`src/rtl/amp_fault_pkg.sv`:
```
package amp_fault_pkg;

  localparam int unsigned NUM_FAULTS = 8;

  localparam int unsigned FI_OT    = 0;
  localparam int unsigned FI_OC    = 1;
  localparam int unsigned FI_OV    = 2;
  localparam int unsigned FI_UV    = 3;
  localparam int unsigned FI_OD    = 4;
  localparam int unsigned FI_WIN   = 5;
  localparam int unsigned FI_LOCK  = 6;
  localparam int unsigned FI_UFREQ = 7;

  typedef enum logic {
    REC_TIMED   = 1'b0,
    REC_RESTART = 1'b1
  } recov_kind_e;

  // faults allowed to pull the diagnostic pin low
  localparam logic [NUM_FAULTS-1:0] DIAG_ROUTE = 8'b0011_1111;

  function automatic recov_kind_e kind_of(int unsigned idx);
    return (idx == FI_OT || idx == FI_OC) ? REC_TIMED : REC_RESTART;
  endfunction

endpackage

```
`src/rtl/afs_fault_cell.sv`:
```
module afs_fault_cell
  import amp_fault_pkg::*;
#(
  parameter recov_kind_e KIND     = REC_RESTART,
  parameter int unsigned HOLD_CYC = 200
) (
  input  logic clk,
  input  logic rst_n,
  input  logic set_i,
  input  logic clr_i,
  output logic active_o
);

  generate
    if (KIND == REC_TIMED) begin : g_timed
      localparam int unsigned CW = $clog2(HOLD_CYC + 1);
      logic [CW-1:0] cnt_q, cnt_d;
      logic          act_d;
      logic          upd_en;

      always_comb begin
        act_d  = active_o;
        cnt_d  = cnt_q;
        upd_en = 1'b0;
        if (set_i) begin
          act_d  = 1'b1;
          cnt_d  = '0;
          upd_en = 1'b1;
        end else if (active_o && clr_i) begin
          upd_en = 1'b1;
          if (cnt_q == CW'(HOLD_CYC - 1)) begin
            act_d = 1'b0;
            cnt_d = '0;
          end else begin
            cnt_d = cnt_q + 1'b1;
          end
        end
      end

      always_ff @(posedge clk or negedge rst_n) begin
        if (!rst_n) begin
          active_o <= 1'b0;
          cnt_q    <= '0;
        end else if (upd_en) begin
          active_o <= act_d;
          cnt_q    <= cnt_d;
        end
      end
    end else begin : g_restart
      logic act_d;

      always_comb begin
        if (set_i)      act_d = 1'b1;
        else if (clr_i) act_d = 1'b0;
        else            act_d = active_o;
      end

      always_ff @(posedge clk or negedge rst_n) begin
        if (!rst_n) active_o <= 1'b0;
        else        active_o <= act_d;
      end
    end
  endgenerate

endmodule

```
`src/rtl/afs_flag_bank.sv`:
```
module afs_flag_bank #(
  parameter int unsigned N = 8
) (
  input  logic         clk,
  input  logic         rst_n,
  input  logic [N-1:0] set_i,
  input  logic [N-1:0] clr_i,
  output logic [N-1:0] flags_o
);

  logic [N-1:0] flags_d;

  always_comb begin
    for (int i = 0; i < N; i++) begin
      flags_d[i] = set_i[i] | (flags_o[i] & ~clr_i[i]);
    end
  end

  always_ff @(posedge clk or negedge rst_n) begin
    if (!rst_n) flags_o <= '0;
    else        flags_o <= flags_d;
  end

endmodule

```
`src/rtl/afs_gain_foldback.sv`:
```
module afs_gain_foldback #(
  parameter int unsigned GAIN_W   = 8,
  parameter int unsigned STEP_CYC = 1024
) (
  input  logic              clk,
  input  logic              rst_n,
  input  logic              warn_i,
  input  logic [GAIN_W-1:0] target_i,
  output logic [GAIN_W-1:0] gain_o
);

  localparam int unsigned PW = (STEP_CYC > 1) ? $clog2(STEP_CYC) : 1;

  logic [PW-1:0]     pre_q, pre_d;
  logic              tick;
  logic [GAIN_W-1:0] gain_d;
  logic              gain_en;

  assign tick = (pre_q == PW'(STEP_CYC - 1));

  always_comb begin
    pre_d = tick ? '0 : pre_q + 1'b1;
  end

  always_comb begin
    gain_d  = gain_o;
    gain_en = 1'b0;
    if (gain_o > target_i) begin
      gain_d  = target_i;
      gain_en = 1'b1;
    end else if (tick) begin
      if (warn_i && gain_o != '0) begin
        gain_d  = gain_o - 1'b1;
        gain_en = 1'b1;
      end else if (!warn_i && gain_o < target_i) begin
        gain_d  = gain_o + 1'b1;
        gain_en = 1'b1;
      end
    end
  end

  always_ff @(posedge clk or negedge rst_n) begin
    if (!rst_n) begin
      pre_q  <= '0;
      gain_o <= '0;
    end else begin
      pre_q <= pre_d;
      if (gain_en) gain_o <= gain_d;
    end
  end

endmodule

```
`src/rtl/amp_fault_supervisor.sv`:
```
module amp_fault_supervisor
  import amp_fault_pkg::*;
#(
  parameter int unsigned GAIN_W    = 8,
  parameter int unsigned RECOV_CYC = 200,
  parameter int unsigned STEP_CYC  = 1024
) (
  input  logic                  clk,
  input  logic                  rst_n,
  input  logic                  tw_hot_i,
  input  logic                  ot_hot_i,
  input  logic                  oc_i,
  input  logic                  ov_i,
  input  logic                  vdd_low_i,
  input  logic                  rail_low_i,
  input  logic                  od_temp_i,
  input  logic                  win_i,
  input  logic                  pll_unlock_i,
  input  logic                  pll_slow_i,
  input  logic [NUM_FAULTS-1:0] flag_clr_i,
  input  logic [GAIN_W-1:0]     vol_set_i,
  output logic                  diag_pull_low_o,
  output logic                  out_float_o,
  output logic [NUM_FAULTS-1:0] flags_o,
  output logic [GAIN_W-1:0]     gain_o
);

  // reset: asserted asynchronously, released after two edges
  logic [1:0] rst_pipe_q;
  logic       rst_int_n;

  always_ff @(posedge clk or negedge rst_n) begin
    if (!rst_n) rst_pipe_q <= 2'b00;
    else        rst_pipe_q <= {rst_pipe_q[0], 1'b1};
  end
  assign rst_int_n = rst_pipe_q[1];

  // trigger and restart conditions per fault class
  logic [NUM_FAULTS-1:0] trig_v, rest_v, act_v;
  logic                  supply_ok;

  assign supply_ok = ~vdd_low_i & ~rail_low_i;

  always_comb begin
    trig_v[FI_OT]    = ot_hot_i;
    rest_v[FI_OT]    = ~ot_hot_i;
    trig_v[FI_OC]    = oc_i;
    rest_v[FI_OC]    = ~oc_i;
    trig_v[FI_OV]    = ov_i;
    rest_v[FI_OV]    = supply_ok;
    trig_v[FI_UV]    = vdd_low_i | rail_low_i;
    rest_v[FI_UV]    = supply_ok;
    trig_v[FI_OD]    = od_temp_i & oc_i;
    rest_v[FI_OD]    = ~od_temp_i | ~oc_i;
    trig_v[FI_WIN]   = win_i;
    rest_v[FI_WIN]   = ~win_i;
    trig_v[FI_LOCK]  = pll_unlock_i;
    rest_v[FI_LOCK]  = ~pll_unlock_i;
    trig_v[FI_UFREQ] = pll_slow_i;
    rest_v[FI_UFREQ] = ~pll_slow_i;
  end

  genvar gi;
  generate
    for (gi = 0; gi < NUM_FAULTS; gi++) begin : g_fault
      afs_fault_cell #(
        .KIND     (kind_of(gi)),
        .HOLD_CYC (RECOV_CYC)
      ) u_cell (
        .clk      (clk),
        .rst_n    (rst_int_n),
        .set_i    (trig_v[gi]),
        .clr_i    (rest_v[gi]),
        .active_o (act_v[gi])
      );
    end
  endgenerate

  assign diag_pull_low_o = |(act_v & DIAG_ROUTE);
  assign out_float_o     = |act_v;

  afs_flag_bank #(
    .N (NUM_FAULTS)
  ) u_flags (
    .clk     (clk),
    .rst_n   (rst_int_n),
    .set_i   (trig_v),
    .clr_i   (flag_clr_i),
    .flags_o (flags_o)
  );

  afs_gain_foldback #(
    .GAIN_W   (GAIN_W),
    .STEP_CYC (STEP_CYC)
  ) u_fold (
    .clk      (clk),
    .rst_n    (rst_int_n),
    .warn_i   (tw_hot_i),
    .target_i (vol_set_i),
    .gain_o   (gain_o)
  );

endmodule

```
`config.mk`:
```
export PLATFORM = sky130hd
export DESIGN_NAME = amp_fault_supervisor
export DESIGN_NICKNAME = d
export VERILOG_FILES = /design/src/rtl/amp_fault_pkg.sv /design/src/rtl/afs_fault_cell.sv /design/src/rtl/afs_flag_bank.sv /design/src/rtl/afs_gain_foldback.sv /design/src/rtl/amp_fault_supervisor.sv
export SDC_FILE = /design/constraint.sdc
export NUM_CORES = 1
export LEC_CHECK = 0
export BUFFER_PORTS_ARGS = -buffer_cell sky130_fd_sc_hd__buf_2
export CAP_MARGIN = 20
export CORE_MARGIN = 2
export CORE_UTILIZATION = 45
export CTS_BUF_LIST = sky130_fd_sc_hd__clkbuf_16
export CTS_CLUSTER_SIZE = 20
export DETAILED_ROUTE_END_ITERATION = 12
export GPL_TIMING_DRIVEN = 0
export MAX_ROUTING_LAYER = met4
export PLACE_DENSITY = 0.66
export SETUP_SLACK_MARGIN = 0.2
export SLEW_MARGIN = 40
export SYNTH_ARGS = -nofsm -noshare
export SYNTH_HDL_FRONTEND = slang
export SYNTH_HIERARCHICAL = 1
export SYNTH_SLANG_ARGS = --single-unit
```
`constraint.sdc`:
```
create_clock -name clk -period 1.86 [get_ports clk]
set_input_delay 0.186 -clock clk [delete_from_list [all_inputs] [get_ports clk]]
set_output_delay 0.186 -clock clk [all_outputs]
set_load 0.02 [all_outputs]
```
Yosys cells after proc, flatten, opt, wreduce, memory -nomap -nowiden:

Cells that the tools add are included.

* flip-flop bits (word level): 52
* input bits: 28
* output and inout bits: 18
* word-level logic and storage cells: 112

* $add $sub $neg: 5
* magnitude comparators: 2
* equal/unequal tests: 3
* mux-type cells: 33
* bitwise operators: 33
* reductions and logical operators: 22

Operator list (number)
* 8-bit two-way mux: 10
* 8-bit by 1-bit adder with 8-bit output (second input constant): 3
* 1-bit two-way mux: 22
* 8-bit == test (second input constant): 2
* 2-bit nonzero test: 8
* 1-bit inverter: 13
* 10-bit by 1-bit adder with 10-bit output (second input constant): 1
* 1-bit AND: 10
* 10-bit == test (second input constant): 1
* 10-bit two-way mux: 1
* 1-bit OR: 10
* 3-bit AND reduction: 3
* 8-bit > comparator: 1
* 8-bit < comparator: 1
* 8-bit nonzero test: 1
* 8-bit OR reduction: 1
* 8-bit by 1-bit subtractor with 8-bit output (second input constant): 1
* 6-bit OR reduction: 1
* 1-bit logical AND: 4
* 2-bit AND reduction: 2
* 3-bit nonzero test: 1
* 1-bit logical NOT: 1

Depth between registers and ports, before layout:

* depth after elaboration: 7
* mapped depth: 11
* depth with buffers taken out: 10

By module:

Netlist, hierarchy kept.

By module, submodules not included
* afs_gain_foldback: instances 1, cells each 159, area an instance 1391.3 µm², sequential area each 450.4 µm²
* afs_fault_cell (g_fault[0].u_cell ...): instances 2, cells each 51, area an instance 481.7 µm², sequential area each 225.2 µm²
* afs_flag_bank: instances 1, cells each 24, area an instance 290.3 µm², sequential area each 200.2 µm²
* afs_fault_cell (g_fault[2].u_cell ...): instances 6, cells each 3, area an instance 36.3 µm², sequential area each 25.0 µm²
* amp_fault_supervisor: instances 1, cells each 17, area an instance 118.9 µm², sequential area each 50.0 µm²

Least setup slack after synthesis:

Ideal clock, no wire load.

* kind: reg-to-reg
* start: register u_fold.gain_o[5]
* end: register u_fold.gain_o[6]
* setup time: 0.087 ns
* data arrival time: 2.594 ns
* slack: -0.821 ns
* cell stages (with the launch flop): 11
* buffers on the path: 0
* period minus slack after synthesis: 2.681 ns
* cell sequence: dfrtp_1 -> nor4_1 -> a31oi_1 -> xor2_1 -> ha_1 -> nor4_1 -> nor2_1 -> o211ai_1 -> a21oi_1 -> or4_1 -> o211ai_1

* word-level cells in the longest chain between the ends: 7
* elaborated cells on any way between the ends: 18
* classes of those cells: add/sub (2); order compare (2); mux (8); reduce/logical (6)

Ends and longest elaborated chain
* from (decl): RTL line afs_gain_foldback.sv:9 `output logic [GAIN_W-1:0] gain_o`
* from (signal assigned): RTL line afs_gain_foldback.sv:48 `if (gain_en) gain_o <= gain_d;`
* 8-bit < comparator: RTL line afs_gain_foldback.sv:35 `end else if (!warn_i && gain_o < target_i) begin`
* 1-bit logical AND: RTL line afs_gain_foldback.sv:35
* 1-bit two-way mux: RTL line afs_gain_foldback.sv:35
* 1-bit two-way mux: RTL line afs_gain_foldback.sv:32 `if (warn_i && gain_o != '0) begin`
* 1-bit two-way mux: RTL line afs_gain_foldback.sv:31 `end else if (tick) begin`
* 1-bit two-way mux: RTL line afs_gain_foldback.sv:28 `if (gain_o > target_i) begin`
* 3-bit AND reduction (no source line)

Several ways; a longest one is shown, not always the timed one. The select of a mux whose other input is x is not followed.
A chain may end at the register's enable or synchronous reset.

Worst setup path after layout:

* start: register u_fold.gain_o[4]
* end: register u_fold.gain_o[6]

Same word-level chain as after synthesis.

==> out/qor.txt <==
Total wire length: 6660 um
Avg Inst Size Synth: 9.32 um^2
Initial antenna violation count: 0
Final non-filler cell area: 3810 um^2
Clk_skew: 0.00496 ns
Synth Net Count: 361
Area of the die: 7290 um^2
Worst setup margin: -0.634 ns
Vias: 2,617
Number of max-cap violations: 0
First drt pass iteration count: 4
Largest area contributor in the netlist: dfrtp_1
Final nets: 434
Critical R2R Launch: u_fold/gain_o[4]
Layout cells sized above 1: 29.4%
Largest net degree at the start of global routing: 27
Ys async rst share: 100%
CTS Sinks: 52
DRC: 0
Clk buf depth: 2
Hold Crit Depth: 2
Worst Path Required: 2.06 ns
Worst min-delay path startpoint: pll_slow_i
1st-iter DRT viols: 101
Synth top area share: 43.6%
Leakage power: 1.76 nW
Fmax: 0.401 GHz
Reg2reg end: u_fold/gain_o[6]
Synth Register Bits: 52
Via/cell ratio: 5.56
Outcome: complete, but fails checks
Mapped Cells: 320
Endpoint, Worst Hold: u_flags/flags_o[7]
Min-Delay Path Class: primary input to flip-flop
CTS Buf Count: 5
Chip Width: 85.4 um
Layout area overhead: 27.7%
Ant diodes: 0
Root Driver: clkbuf_16
Top post-synthesis cells by count: dfrtp_1 (52), inv_1 (37), nand2_1 (24), nand3_1 (24), a21oi_1 (19)
Crit start category: flip-flop
Initial Utilization: 46.7%
R2R depth: 11
H-tree levels: 2
Placed insts: 442
Fin crit share: 134%
Port bufs: 44
Die Y: 85.4 um
Crit end category: flip-flop
Gr usage total: 19.0%
Final hold vios: 0
Worst Setup Path Type: flip-flop to flip-flop
Slew Viols, Final: 0
Final setup fails: 8
Critical path arrival: 2.70 ns
Row count: 29
Minimum clock period after layout: 2.49 ns
Pwr Density: 1100 nW/um^2
Placed Area: 3370 um^2
RSZ-0062 raised after global routing: true
Non-Filler Instances: 471
Syn Std Cell Area: 2980 um^2
I/O pin count: 46
Post-DR wirelength/cell: 14.1 um
Synth top area cells: dfrtp_1 (44%), ha_1 (5.5%), inv_1 (4.7%)
Peak supply drop: 803 uV
Routability Congestion: 0.830
First-pass GRT wire length: 11,000 um
Predominant post-synthesis flop cell: dfrtp_1
ANT nets after route: 0
Seq/Total Area, Yosys: 43.6%
CORE AREA: 6390 um^2
Top-count cell post-synth: dfrtp_1
Synth warnings: 6
Failing checks: negative setup slack
Clk pin slew, worst setup/hold paths: 0.07 ns
EDFF count, synth: 0
R2R setup slack: -0.63 ns
WHS: 0.103 ns
Clock Latency Late Sink: 0.29 ns
TritonCTS clock tree: done
CP Max Fanout: 10
Distinct cells, synth: 47
Hpwl dp: 4720 um
Overflow after GRT: 0
Vias in the first global route: 2,473
timing repair:
| action | CTS | global route |
|---|---|---|
| setup endpoints to repair | 9 | 13 |
| setup buffers | 11 | 8 |
| resized for setup | 15 | 14 |
| cloned | 1 | 0 |
| hold buffers | 1 | 0 |
| hold endpoints to repair | 2 | 0 |
| pin swaps | 7 | 15 |
where the power goes:
part / switching, mW / internal (mW)
registers: 0.180 / 1.25
clock network: 0.442 / 0.519
logic: 0.917 / 0.868
total: 1.54 / 2.64
placed cells by master, fill, tap and decap left out, types with 4 or more instances in the layout:
cell type / synthesis / routed
and3_1: 7 / 7
o211ai_1: 5 / 5
o31ai_1: 10 / 8
ha_1: 13 / 11
buf_4: 0 / 15
and4_1: 6 / 6
o21ai_0: 11 / 11
or3_2: 4 / 4
or4_1: 10 / 10
buf_2: 3 / 45
dfrtp_2: 0 / 6
a21oi_1: 19 / 19
buf_6: 1 / 8
a31oi_1: 7 / 4
inv_1: 37 / 37
nor2_1: 16 / 15
xor2_1: 5 / 5
a21o_1: 16 / 16
nand4_1: 5 / 5
nand3_1: 24 / 22
dfrtp_1: 52 / 45
xnor2_1: 5 / 5
clkbuf_16: 0 / 5
nand2_1: 24 / 22
logic make-up after synthesis:
family                     synth area share, %
DFF                                       43.6
and+or+nand+nor                           22.8
muxes                                     1.09
other                                    0.126
buffers and inverters                     5.79
adders and majority gates                 5.46
xor gates and xnor gates                  2.94
AOI/OAI and AO/OA                         18.1
flip-flops by register name (all words and copies together) (netlist names):
signal	cells
u_fold/pre_q	10
g_fault.u_cell/g_timed.cnt_q	16
g_fault.u_cell/active_o	8
u_fold/gain_o	8
rst_pipe_q	2
u_flags/flags_o	8
final cells by class:
class	instances	area (um^2)
Buffer	6	53.8
Tap cell	77	96.3
Timing Repair Buffer	66	423
Sequential cell	52	1310
Clock inverter	3	28.8
Fill cell	558	2580
Inverter	37	139
Multi-Input combinational cell	225	1630
Clock buffer	5	125
routing by layer:
layer	share of wire (%)	global-route usage (%)
met1	47	25.0
met2	49	30.2
met3	3.3	2.92
met4	0.77	6.64
met5	0	-
worst max-delay path: stages (launching register included):
cell	delay, ns
dfrtp_1	0.40
buf_4	0.19
nor2_1	0.20
a31oi_4	0.14
xor2_1	0.18
ha_2	0.26
nand2b_1	0.07
a21oi_1	0.14
o211ai_1	0.14
and3_1	0.18
or4_1	0.40
o211ai_1	0.11
through the flow:
| step | TNS [ns] | worst slack (ns) | util (%) | total power [mW] |
|---|---|---|---|---|
| after floorplan | -2.51 | -0.549 | - | 2.34 |
| after CTS | -3.60 | -0.645 | 57.9 | 3.96 |
| after global routing | -4.69 | -0.734 | 59.6 | 4.43 |
| after detailed placement | -4.43 | -0.793 | 52.7 | 2.71 |
| final | -4.02 | -0.634 | 59.6 | 4.18 |
| after global placement | -21.18 | -0.729 | 52.3 | 2.68 |
how the worst max path moves through the flow:
stage                                 from               end  slack [ns]
after global placement    u_fold/gain_o[6]  u_fold/gain_o[6]       -0.73
after detailed placement  u_fold/gain_o[6]  u_fold/gain_o[6]       -0.79
after global routing      u_fold/gain_o[5]  u_fold/gain_o[6]       -0.73
final                     u_fold/gain_o[4]  u_fold/gain_o[6]       -0.63
after floorplan           u_fold/gain_o[6]  u_fold/gain_o[6]       -0.55
after CTS                 u_fold/gain_o[0]  u_fold/gain_o[6]       -0.65
Note: power is estimated with default switching activity, not from simulation.
